`src/rtl/sfe_pkg.sv`:
```
package sfe_pkg;
  typedef enum logic [3:0] {
    K_NONE = 4'd0, K_WREN = 4'd1, K_WRDI = 4'd2, K_SECT = 4'd3, K_BLK = 4'd4,
    K_CHIP = 4'd5, K_PROG = 4'd6, K_WRSR = 4'd7, K_DPD  = 4'd8, K_RDPD = 4'd9
  } req_kind_e;

  typedef enum logic [3:0] {
    S_IDLE, S_OPC, S_ADDR, S_DUMMY, S_WSR, S_PROG, S_ARMED,
    S_RD, S_STAT, S_JID, S_RID, S_SKIP, S_DRAIN
  } eng_state_e;

  localparam logic [7:0] OP_READ  = 8'h03;
  localparam logic [7:0] OP_FREAD = 8'h0B;
  localparam logic [7:0] OP_PROG  = 8'h02;
  localparam logic [7:0] OP_SE_A  = 8'h20;
  localparam logic [7:0] OP_SE_B  = 8'hD7;
  localparam logic [7:0] OP_BE    = 8'hD8;
  localparam logic [7:0] OP_CE_A  = 8'h60;
  localparam logic [7:0] OP_CE_B  = 8'hC7;
  localparam logic [7:0] OP_RDSR  = 8'h05;
  localparam logic [7:0] OP_WRSR  = 8'h01;
  localparam logic [7:0] OP_WREN  = 8'h06;
  localparam logic [7:0] OP_WRDI  = 8'h04;
  localparam logic [7:0] OP_JID   = 8'h9F;
  localparam logic [7:0] OP_DPD   = 8'hB9;
  localparam logic [7:0] OP_RID   = 8'hAB;
endpackage

```
`src/rtl/sfe_pin_front.sv`:
```
module sfe_pin_front (
  input  logic clk,
  input  logic rst,
  input  logic cs_n_i,
  input  logic sck_i,
  input  logic si_i,
  input  logic hold_n_i,
  output logic sel_o,
  output logic cs_fall_o,
  output logic cs_rise_o,
  output logic sck_rise_o,
  output logic sck_fall_o,
  output logic si_o,
  output logic held_o
);
  logic cs_q, cs_p, sck_q, sck_p, hold_q, hold_p, si_q, held;

  always_ff @(posedge clk) begin
    if (rst) begin
      cs_q <= 1'b1; cs_p <= 1'b1; sck_q <= 1'b0; sck_p <= 1'b0;
      hold_q <= 1'b1; hold_p <= 1'b1; si_q <= 1'b0;
    end else begin
      cs_q <= cs_n_i; cs_p <= cs_q;
      sck_q <= sck_i; sck_p <= sck_q;
      hold_q <= hold_n_i; hold_p <= hold_q;
      si_q <= si_i;
    end
  end

  // Pause state: entered and left only while SCK is low.
  always_ff @(posedge clk) begin
    if (rst || cs_q) held <= 1'b0;
    else if (!held && !hold_q && hold_p && !sck_q) held <= 1'b1;
    else if (held && hold_q && !sck_q) held <= 1'b0;
  end

  assign sel_o      = !cs_q;
  assign cs_fall_o  = !cs_q && cs_p;
  assign cs_rise_o  = cs_q && !cs_p;
  assign sck_rise_o = sck_q && !sck_p && !cs_q && !held;
  assign sck_fall_o = !sck_q && sck_p && !cs_q && !held;
  assign si_o       = si_q;
  assign held_o     = held;


  hold_entry_chk: assert property (@(posedge clk) disable iff (rst)
    $rose(held) |-> !$past(sck_q));
endmodule

```
`src/rtl/sfe_page_buf.sv`:
```
module sfe_page_buf #(
  parameter int DEPTH = 256,
  localparam int AW = $clog2(DEPTH)
) (
  input  logic          clk,
  input  logic          we,
  input  logic [AW-1:0] waddr,
  input  logic [7:0]    wdata,
  input  logic [AW-1:0] raddr,
  output logic [7:0]    rdata
);
  logic [7:0] ram [DEPTH];

  always_ff @(posedge clk) begin
    if (we) ram[waddr] <= wdata;
    rdata <= ram[raddr];
  end
endmodule

```
`src/rtl/sfe_cmd_engine.sv`:
```
module sfe_cmd_engine
  import sfe_pkg::*;
#(
  parameter int          ADDR_W     = 18,
  parameter int          PAGE_BYTES = 256,
  parameter int          SEC_BITS   = 12,
  parameter int          BLK_BITS   = 16,
  parameter logic [23:0] JEDEC_ID   = 24'h5A3C12,
  parameter logic [7:0]  DEV_ID     = 8'h47,
  localparam int         PW         = $clog2(PAGE_BYTES)
) (
  input  logic              clk,
  input  logic              rst,
  input  logic              sel,
  input  logic              cs_fall,
  input  logic              cs_rise,
  input  logic              sck_rise,
  input  logic              sck_fall,
  input  logic              si,
  input  logic              held,
  input  logic              busy,
  input  logic [7:0]        status,
  output logic              mem_rd_en,
  output logic [ADDR_W-1:0] mem_addr,
  input  logic [7:0]        mem_rd_data,
  output logic              so,
  output logic              so_oe,
  output logic              req_valid,
  output logic [3:0]        req_kind,
  output logic [ADDR_W-1:0] req_addr,
  output logic [7:0]        req_data,
  output logic              pb_we,
  output logic [PW-1:0]     pb_waddr,
  output logic [7:0]        pb_wdata,
  output logic [PW-1:0]     pb_raddr,
  input  logic [7:0]        pb_rdata
);
  localparam logic [ADDR_W-1:0] SEC_MASK = {ADDR_W{1'b1}} << SEC_BITS;
  localparam logic [ADDR_W-1:0] BLK_MASK = {ADDR_W{1'b1}} << BLK_BITS;
  localparam logic [ADDR_W-1:0] ONE_A    = 1;
  localparam logic [PW:0]       ONE_C    = 1;
  localparam logic [PW-1:0]     ONE_P    = 1;
  localparam logic [PW:0]       PAGE_CNT = (PW+1)'(PAGE_BYTES);

  eng_state_e        state;
  req_kind_e         pend_kind;
  logic [2:0]        bit_cnt, obit;
  logic [6:0]        sh, osh;
  logic [7:0]        opc, mem_q, pend_data, ld;
  logic [1:0]        addr_cnt, id_idx;
  logic [ADDR_W-1:0] addr_sh, rd_ptr, pend_addr, full_a;
  logic              rd_pend, drv, drain_vld;
  logic [ADDR_W-PW-1:0] pg_base;
  logic [PW-1:0]     start_off, wr_off, drain_off_d;
  logic [PW:0]       prog_cnt, drain_i, drain_n;
  logic [7:0]        in_byte;
  logic              out_st;

  assign in_byte  = {sh, si};
  assign full_a   = {addr_sh[ADDR_W-9:0], in_byte};
  assign out_st   = (state == S_RD) || (state == S_STAT) || (state == S_JID) || (state == S_RID);
  assign pb_raddr = start_off + drain_i[PW-1:0];

  always_comb begin
    case (state)
      S_RD:    ld = mem_q;
      S_STAT:  ld = status;
      S_JID:   case (id_idx)
                 2'd0:    ld = JEDEC_ID[23:16];
                 2'd1:    ld = JEDEC_ID[15:8];
                 default: ld = JEDEC_ID[7:0];
               endcase
      default: ld = DEV_ID;
    endcase
  end

  always_ff @(posedge clk) begin
    if (rst) begin
      state <= S_IDLE; pend_kind <= K_NONE; bit_cnt <= '0; obit <= '0;
      sh <= '0; osh <= '0; opc <= '0; mem_q <= '0; pend_data <= '0;
      addr_cnt <= '0; id_idx <= '0; addr_sh <= '0; rd_ptr <= '0; pend_addr <= '0;
      rd_pend <= 1'b0; drv <= 1'b0; drain_vld <= 1'b0; pg_base <= '0;
      start_off <= '0; wr_off <= '0; drain_off_d <= '0; prog_cnt <= '0;
      drain_i <= '0; drain_n <= '0; mem_rd_en <= 1'b0; mem_addr <= '0;
      so <= 1'b0; so_oe <= 1'b0; req_valid <= 1'b0; req_kind <= K_NONE;
      req_addr <= '0; req_data <= '0; pb_we <= 1'b0; pb_waddr <= '0; pb_wdata <= '0;
    end else begin
      mem_rd_en <= 1'b0;
      req_valid <= 1'b0;
      pb_we     <= 1'b0;
      rd_pend   <= mem_rd_en;
      if (rd_pend) mem_q <= mem_rd_data;
      so_oe <= sel && !held && drv;

      if (state == S_DRAIN) begin
        // Replay the page buffer as per-byte program requests.
        drain_vld <= 1'b0;
        if (drain_i != drain_n) begin
          drain_off_d <= pb_raddr;
          drain_i     <= drain_i + ONE_C;
          drain_vld   <= 1'b1;
        end else if (!drain_vld) begin
          state <= S_IDLE;
        end
        if (drain_vld) begin
          req_valid <= 1'b1; req_kind <= K_PROG;
          req_addr  <= {pg_base, drain_off_d}; req_data <= pb_rdata;
        end
      end else if (cs_rise) begin
        drv <= 1'b0;
        bit_cnt <= '0;
        state <= S_IDLE;
        if (bit_cnt == 3'd0) begin
          if (state == S_ARMED) begin
            req_valid <= 1'b1; req_kind <= pend_kind;
            req_addr <= pend_addr; req_data <= pend_data;
          end else if (state == S_PROG && prog_cnt != '0) begin
            state <= S_DRAIN; drain_i <= '0; drain_n <= prog_cnt; drain_vld <= 1'b0;
          end else if (state == S_ADDR && opc == OP_RID && addr_cnt == 2'd0) begin
            req_valid <= 1'b1; req_kind <= K_RDPD; req_addr <= '0; req_data <= '0;
          end
        end
      end else if (cs_fall) begin
        state <= S_OPC; bit_cnt <= '0; obit <= '0; drv <= 1'b0;
        addr_cnt <= '0; id_idx <= '0; prog_cnt <= '0;
        pend_addr <= '0; pend_data <= '0; pend_kind <= K_NONE;
      end else begin
        if (sck_rise) begin
          sh <= in_byte[6:0];
          bit_cnt <= bit_cnt + 3'd1;
          if (bit_cnt == 3'd7) begin
            case (state)
              S_OPC: begin
                opc <= in_byte;
                if (busy && in_byte != OP_RDSR) state <= S_SKIP;
                else begin
                  case (in_byte)
                    OP_READ, OP_FREAD, OP_PROG, OP_SE_A, OP_SE_B, OP_BE, OP_RID:
                      state <= S_ADDR;
                    OP_RDSR: state <= S_STAT;
                    OP_WRSR: state <= S_WSR;
                    OP_JID:  state <= S_JID;
                    OP_WREN: begin state <= S_ARMED; pend_kind <= K_WREN; end
                    OP_WRDI: begin state <= S_ARMED; pend_kind <= K_WRDI; end
                    OP_CE_A, OP_CE_B: begin state <= S_ARMED; pend_kind <= K_CHIP; end
                    OP_DPD:  begin state <= S_ARMED; pend_kind <= K_DPD; end
                    default: state <= S_SKIP;
                  endcase
                end
              end
              S_ADDR: begin
                addr_sh  <= full_a;
                addr_cnt <= addr_cnt + 2'd1;
                if (addr_cnt == 2'd2) begin
                  case (opc)
                    OP_READ, OP_FREAD: begin
                      state     <= (opc == OP_READ) ? S_RD : S_DUMMY;
                      rd_ptr    <= full_a;
                      mem_addr  <= full_a;
                      mem_rd_en <= 1'b1;
                    end
                    OP_PROG: begin
                      state     <= S_PROG;
                      pg_base   <= full_a[ADDR_W-1:PW];
                      start_off <= full_a[PW-1:0];
                      wr_off    <= full_a[PW-1:0];
                    end
                    OP_SE_A, OP_SE_B: begin
                      state <= S_ARMED; pend_kind <= K_SECT; pend_addr <= full_a & SEC_MASK;
                    end
                    OP_BE: begin
                      state <= S_ARMED; pend_kind <= K_BLK; pend_addr <= full_a & BLK_MASK;
                    end
                    default: state <= S_RID;
                  endcase
                end
              end
              S_DUMMY: state <= S_RD;
              S_WSR: begin
                state <= S_ARMED; pend_kind <= K_WRSR; pend_data <= in_byte;
              end
              S_PROG: begin
                pb_we    <= 1'b1;
                pb_waddr <= wr_off;
                pb_wdata <= in_byte;
                wr_off   <= wr_off + ONE_P;
                if (prog_cnt != PAGE_CNT) prog_cnt <= prog_cnt + ONE_C;
              end
              default: ;
            endcase
          end
        end
        if (sck_fall && out_st) begin
          obit <= obit + 3'd1;
          if (obit == 3'd0) begin
            drv <= 1'b1;
            so  <= ld[7];
            osh <= ld[6:0];
            if (state == S_RD) begin
              rd_ptr    <= rd_ptr + ONE_A;
              mem_addr  <= rd_ptr + ONE_A;
              mem_rd_en <= 1'b1;
            end
            if (state == S_JID) id_idx <= (id_idx == 2'd2) ? 2'd0 : id_idx + 2'd1;
          end else begin
            so  <= osh[6];
            osh <= {osh[5:0], 1'b0};
          end
        end
      end
    end
  end


  busy_gate_chk: assert property (@(posedge clk) disable iff (rst)
    (state == S_ADDR && $past(state) == S_OPC) |-> !$past(busy));


  sect_align_chk: assert property (@(posedge clk) disable iff (rst)
    (req_valid && req_kind == K_SECT) |-> ((req_addr & ~SEC_MASK) == '0));


  blk_align_chk: assert property (@(posedge clk) disable iff (rst)
    (req_valid && req_kind == K_BLK) |-> ((req_addr & ~BLK_MASK) == '0));


  commit_on_deselect_chk: assert property (@(posedge clk) disable iff (rst)
    (req_valid && req_kind != K_PROG) |-> $past(cs_rise));


  hold_quiet_chk: assert property (@(posedge clk) disable iff (rst)
    held |=> !so_oe);
endmodule

```
`src/rtl/spi_flash_frontend.sv`:
```
module spi_flash_frontend #(
  parameter int          ADDR_W     = 18,
  parameter int          PAGE_BYTES = 256,
  parameter int          SEC_BITS   = 12,
  parameter int          BLK_BITS   = 16,
  parameter logic [23:0] JEDEC_ID   = 24'h5A3C12,
  parameter logic [7:0]  DEV_ID     = 8'h47
) (
  input  logic              clk,
  input  logic              rst,
  input  logic              cs_n,
  input  logic              sck,
  input  logic              si,
  input  logic              hold_n,
  output logic              so,
  output logic              so_oe,
  input  logic              busy,
  input  logic [7:0]        status_byte,
  output logic              mem_rd_en,
  output logic [ADDR_W-1:0] mem_addr,
  input  logic [7:0]        mem_rd_data,
  output logic              req_valid,
  output logic [3:0]        req_kind,
  output logic [ADDR_W-1:0] req_addr,
  output logic [7:0]        req_data
);
  localparam int PW = $clog2(PAGE_BYTES);

  logic          sel, cs_fall, cs_rise, sck_rise, sck_fall, si_s, held;
  logic          pb_we;
  logic [PW-1:0] pb_waddr, pb_raddr;
  logic [7:0]    pb_wdata, pb_rdata;

  sfe_pin_front u_pins (
    .clk(clk), .rst(rst), .cs_n_i(cs_n), .sck_i(sck), .si_i(si), .hold_n_i(hold_n),
    .sel_o(sel), .cs_fall_o(cs_fall), .cs_rise_o(cs_rise), .sck_rise_o(sck_rise),
    .sck_fall_o(sck_fall), .si_o(si_s), .held_o(held)
  );

  sfe_page_buf #(.DEPTH(PAGE_BYTES)) u_page (
    .clk(clk), .we(pb_we), .waddr(pb_waddr), .wdata(pb_wdata),
    .raddr(pb_raddr), .rdata(pb_rdata)
  );

  sfe_cmd_engine #(
    .ADDR_W(ADDR_W), .PAGE_BYTES(PAGE_BYTES), .SEC_BITS(SEC_BITS),
    .BLK_BITS(BLK_BITS), .JEDEC_ID(JEDEC_ID), .DEV_ID(DEV_ID)
  ) u_eng (
    .clk(clk), .rst(rst), .sel(sel), .cs_fall(cs_fall), .cs_rise(cs_rise),
    .sck_rise(sck_rise), .sck_fall(sck_fall), .si(si_s), .held(held),
    .busy(busy), .status(status_byte),
    .mem_rd_en(mem_rd_en), .mem_addr(mem_addr), .mem_rd_data(mem_rd_data),
    .so(so), .so_oe(so_oe),
    .req_valid(req_valid), .req_kind(req_kind), .req_addr(req_addr), .req_data(req_data),
    .pb_we(pb_we), .pb_waddr(pb_waddr), .pb_wdata(pb_wdata),
    .pb_raddr(pb_raddr), .pb_rdata(pb_rdata)
  );
endmodule

```
`config.mk`:
```
export PLATFORM = sky130hd
export DESIGN_NAME = spi_flash_frontend
export DESIGN_NICKNAME = d
export VERILOG_FILES = /design/src/rtl/sfe_pkg.sv /design/src/rtl/sfe_pin_front.sv /design/src/rtl/sfe_page_buf.sv /design/src/rtl/sfe_cmd_engine.sv /design/src/rtl/spi_flash_frontend.sv
export SDC_FILE = /design/constraint.sdc
export NUM_CORES = 2
export LEC_CHECK = 0
export BUFFER_PORTS_ARGS = -buffer_cell sky130_fd_sc_hd__buf_2
export CORE_MARGIN = 5
export CORE_UTILIZATION = 40
export DETAILED_ROUTE_END_ITERATION = 12
export GPL_ROUTABILITY_DRIVEN = 0
export PLACE_DENSITY = 0.62
export SLEW_MARGIN = 20
export SYNTH_ARGS = -nofsm -noshare
export SYNTH_HDL_FRONTEND = slang
export SYNTH_SLANG_ARGS = --single-unit
```
`constraint.sdc`:
```
create_clock -name clk -period 5.75 [get_ports clk]
set_input_delay 0.575 -clock clk [delete_from_list [all_inputs] [get_ports clk]]
set_output_delay 0.575 -clock clk [all_outputs]
set_load 0.1 [all_outputs]
```
* Word level (Yosys, flattened, before mapping)
Memories as Yosys holds them, arrays and structs flattened. A register that Yosys moved wholly into a read port is not among the register bits. Index checks and enable logic that the tools add are counted.
Operators by class: bitwise operators 6, divide/modulo/power cells 0, add/subtract/negate cells 9, multiply operators 0, reductions and logical operators 90, equality and inequality tests 53, magnitude comparators 0, shift-type cells 0, muxes and demuxes 133
Operators by type and width (count):
- $mux 18 | 28
- $mux 8 | 13
- $mux 9 | 11
- $mux 4 | 24
- $eq 8x8->1 const B | 9
- $pmux 18 s2 | 1
- $eq 8x2->1 const B | 4
- $pmux 4 s4 | 2
- $mux 1 | 31
- $reduce_and 5->1 | 6
- $reduce_and 6->1 | 5
- $reduce_bool 2->1 | 15
- $eq 8x3->1 const B | 3
- $pmux 4 s3 | 2
- $pmux 8 s3 | 1
- $logic_and 1x1->1 | 20
- $pmux 4 s5 | 1
- $add 18x1->18 const B | 1
- $add 9x1->9 const B | 2
- $mux 2 | 9
- $mux 3 | 6
- $eq 4x3->1 const B | 4
- $eq 4x4->1 const B | 4
- $eq 8x4->1 const B | 2
- 47 further kinds | 87
Storage, ports and cells: register bits 243, word-level logic and storage cells 335, output and inout port bits 52, bits in latches 0, bits in read-only memories 0, memory bits (writable) 2048, input port bits 23, memories 1
Memory list:
- u_page.ram | depth 256, bits a word 8, read ports 1, clocked after Yosys merged registers in 1, wr ports 1, line sfe_page_buf.sv:12 | logic [7:0] ram [DEPTH];

* Depth between registers and ports, before layout
word-level depth 10, gate-level depth with buffers 13, gate-level depth less buffers 10

* Hierarchy
Synthesis repeated with hierarchy kept, for this count alone.
Unflattened totals: cell total of the unflattened synthesis 5098, area, all modules 90167.7 um^2
Modules (own cells, without submodules):
- sfe_page_buf | area an instance 79566.3 um^2, cells an instance 3786, instances 1, seq. area each 61659.1 um^2
- sfe_cmd_engine | area an instance 10337.4 um^2, cells an instance 1288, instances 1, seq. area each 4464.3 um^2
- sfe_pin_front | area an instance 264.0 um^2, cells an instance 24, instances 1, seq. area each 160.2 um^2

* Worst setup path after synthesis
OpenSTA, ideal clock, no wires.
path type register to register, from reg u_eng.pb_wdata[0], to mem u_page.ram[0][0], data pin, period minus slack after synthesis 4.253 ns, setup time 0.856 ns, data arrival time 3.397 ns, stages on the path, launching flop included 1, required time 4.894 ns, path buffers 0, slack 1.497 ns, path through dfxtp_1
RTL lines:
- start: declaration | line sfe_cmd_engine.sv:34 | output logic [7:0] pb_wdata,
- start signal: assignment | line sfe_cmd_engine.sv:185 | pb_wdata <= in_byte;
- end: declaration | line sfe_page_buf.sv:12
Straight into the memory's write port.

* Worst setup path after layout
from reg u_eng.drain_i[0], to reg u_page.rdata[1] (read register of u_page.ram)
Between the ends: word-level cells in the longest chain between the ends 1
Ends and longest elaborated chain:
- start: declaration | line sfe_cmd_engine.sv:55 | logic [PW:0] prog_cnt, drain_i, drain_n;
- start signal: assignment | line sfe_cmd_engine.sv:100 | drain_i <= drain_i + ONE_C;
- $add 8x8->8 | line sfe_cmd_engine.sv:62 | assign pb_raddr = start_off + drain_i[PW-1:0];
- end: declaration | line sfe_page_buf.sv:10 | output logic [7:0] rdata
No other way between the ends. A chain may end at the register's enable or synchronous reset.

==> impl_metrics.env <==
export IMPL_status="finished clean"
export IMPL_drv_slew=0
export IMPL_critPathMaxFanout=99
export IMPL_syn_to_final_growth_pct=12.81
export IMPL_numCtsBuffers=219
export IMPL_cts_tree="built"
export IMPL_htree_levels=4
export IMPL_synthMuxAreaShare_pct=15.05
export IMPL_synth_edff_count=2048
export IMPL_path_class="flop to flop"
export IMPL_fin_crit_sh_pct=79.99
export IMPL_cts_setup_buffers=0
export IMPL_coreArea_um2=225300
export IMPL_setup_viol=0
export IMPL_ys_seq_area_share_pct=73.05
export IMPL_grt_max_degree=213
export IMPL_hold_viol=0
export IMPL_num_vias=48120
export IMPL_root_buffer="clkbuf_16"
export IMPL_antenna_found_initial=7
export IMPL_synth_compound_area_share_pct=3.789
export IMPL_total_power_w=0.03285
export IMPL_synth_distinct_cells=77
export IMPL_firstDrtPassIters=5
export IMPL_end_kind="flop"
export IMPL_synthAdderAreaFrac_pct=0.3116
export IMPL_clock_path_buffers=3
export IMPL_max_cap_viol_count=0
export IMPL_synth_top_family_by_area="multiplexers"
export IMPL_grt_overflow=0
export IMPL_initial_core_util_pct=40.27
export IMPL_dp_hpwl_mm=133.9
export IMPL_post_route_min_period_ps=4599
export IMPL_syn_cell_area_um2=90740
export IMPL_die_width_um=486.3
export IMPL_rsz0062_at_grt="no"
export IMPL_fin_tns_setup_ps=0
export IMPL_die_area_um2=236500
export IMPL_grt_usage_pct=18.85
export IMPL_drive_gt1_share_pct=21.65
export IMPL_worst_slack_ps=1151
export IMPL_cts_hold_buf=12
export IMPL_syn_inst=5101
export IMPL_critPathLaunchType="flop"
export IMPL_post_drt_wl_per_cell_um=27.01
export IMPL_antenna_left=0
export IMPL_routed_wl_mm=226.6
export IMPL_dr_first_iter_drc_count=5220
export IMPL_layout_common_cells="2048 x edfxtp_1, 526 x mux4_2, 477 x nor2_1"
export IMPL_final_common_cell="edfxtp_1"
export IMPL_fillers=19010
export IMPL_nets=5252
export IMPL_ys_seq_elements=2287
export IMPL_fin_skew_ps=54.86
export IMPL_worstHoldPathType="primary input to flop"
export IMPL_cts_repair_resized=0
export IMPL_final_util_pct=45.43
export IMPL_power_leakage_nw=32.16
export IMPL_clock_latency_ps=860
export IMPL_syn_num_nets=5146
export IMPL_die_h_um=486.3
export IMPL_synth_warnings=0
export IMPL_io_buffers=74
export IMPL_synth_xor_area_share_pct=0.3571
export IMPL_tightest_slew_ps=1162
export IMPL_grt_pass1_vias=47450
export IMPL_cts_sinks=2287
export IMPL_grt_pass1_wl_mm=331.8
export IMPL_peakVddDrop_mv=0.2387
export IMPL_num_rows=174
export IMPL_clk_pin_slew_worst_paths_ps=60
export IMPL_ys_flop_type="edfxtp_1"
export IMPL_preCtsSetupSlack_ps=1234
export IMPL_cp_arrival_ps=5370
export IMPL_syn_area_per_cell_um2=17.79
export IMPL_drt_vias_per_instance=5.735
export IMPL_drc_errors=0
export IMPL_pwr_density_cell_nw_per_um2=320.9
export IMPL_cp_required_ps=6520
export IMPL_io_pins=75
export IMPL_clock_fmax_mhz=217.4
export IMPL_synthSimpleGateAreaFrac_pct=5.698
export IMPL_relSlewSlack_pct=20.34
export IMPL_async_flop_share_pct=0
-- final timing paths --
path,start,endpoint,slack (ps),cells after the start
max,u_eng.drain_i[0],u_page.rdata[1],1150,11
min,status_byte[6],u_eng.osh[6],170,5
max reg2reg,u_eng.drain_i[0],u_page.rdata[1],1150,11
min reg2reg,u_eng.req_addr[1],u_eng.req_addr[1],450,2
-- layer usage --
layer / up-vias / GRT usage, % / share of wire [%]
li1: 20580 / - / -
met1: 25250 / 27.36 / 43
met2: 1913 / 29.05 / 46
met3: 368 / 3.708 / 7.8
met4: 4 / 5.717 / 2.9
met5: - / 0 / 0.012
-- power breakdown --
group	total (W)	leakage [nW]	switching, W	internal, W
clock	0.0149	3.61	0.00630	0.00858
combinational	0.000132	7.64	0.0000911	0.0000413
sequential	0.0178	20.9	0.0000117	0.0178
-- flip-flops by register name, indices dropped and copies added, names as in the netlist, 6 cells and up --
register	cells
u_page.ram	2048
u_eng.mem_addr	18
u_eng.rd_ptr	18
u_eng.req_addr	18
u_eng.addr_sh	10
u_eng.pg_base	10
u_eng.drain_i	9
u_eng.drain_n	9
u_eng.prog_cnt	9
u_eng.drain_off_d	8
u_eng.mem_q	8
u_eng.opc	8
u_eng.pb_waddr	8
u_eng.pb_wdata	8
u_eng.pend_data	8
u_eng.req_data	8
u_eng.start_off	8
u_eng.wr_off	8
u_page.rdata	8
u_eng.osh	7
u_eng.sh	7
u_eng.pend_addr	6
-- critical path, cell delays in order (launching register included) --
cell and delay, ps:
dfxtp_1 380, ha_4 200, fa_4 520, a211o_1 340
nand2_1 330, nand2_8 640, mux2_2 470, o2bb2ai_1 90
nor4_1 760, buf_4 240, o22ai_1 140, a211oi_1 240
-- cells by family (layout without fill, tap and decap cells) --
group | Yosys count | after routing
multiplexers | 699 | 699
adder cells (fa/ha/maj) | 22 | 22
flip-flops | 2287 | 2287
XOR/XNOR | 37 | 37
other | 0 | 2
buffers and inverters | 346 | 641
AND/OR/NAND/NOR | 1174 | 1174
AO/OA/AOI/OAI | 536 | 536
-- cell usage after synthesis, types with 65 or more instances --
cell type | number | share of area, %
nor2_1 | 478 | 2.0
mux4_2 | 526 | 13
mux2_2 | 65 | 0.81
edfxtp_1 | 2048 | 68
a21oi_1 | 202 | 1.1
clkbuf_1 | 170 | 0.70
o21ai_0 | 70 | 0.39
buf_2 | 92 | 0.51
mux2i_1 | 108 | 1.2
nand3_1 | 162 | 0.89
nand2_1 | 335 | 1.4
dfxtp_1 | 239 | 5.3
-- through the flow --
step                cells  hold WS, ps  area, um^2
global placement     7962        431.8       94690
CTS                  8385        94.75      102300
global route         8389        175.4      102400
finish               8390        166.2      102400
detailed placement   7963        442.2       94710
floorplan            5101        406.4       90740
-- final cells by class --
| type | instances | area, um^2 | share of cell area, % |
|---|---|---|---|
| Sequential cell | 2287 | 66310 | 64.78 |
| Clock buffer | 261 | 5700 | 5.569 |
| Antenna cell | 2 | 5.005 | 0.004889 |
| Clock inverter | 149 | 1754 | 1.714 |
| Inverter | 28 | 105.1 | 0.1027 |
| Multi-Input combinational cell | 2468 | 23030 | 22.49 |
| Tap cell | 2992 | 3744 | 3.657 |
| Timing Repair Buffer | 203 | 1714 | 1.675 |
(Power assumes the default switching activity.)
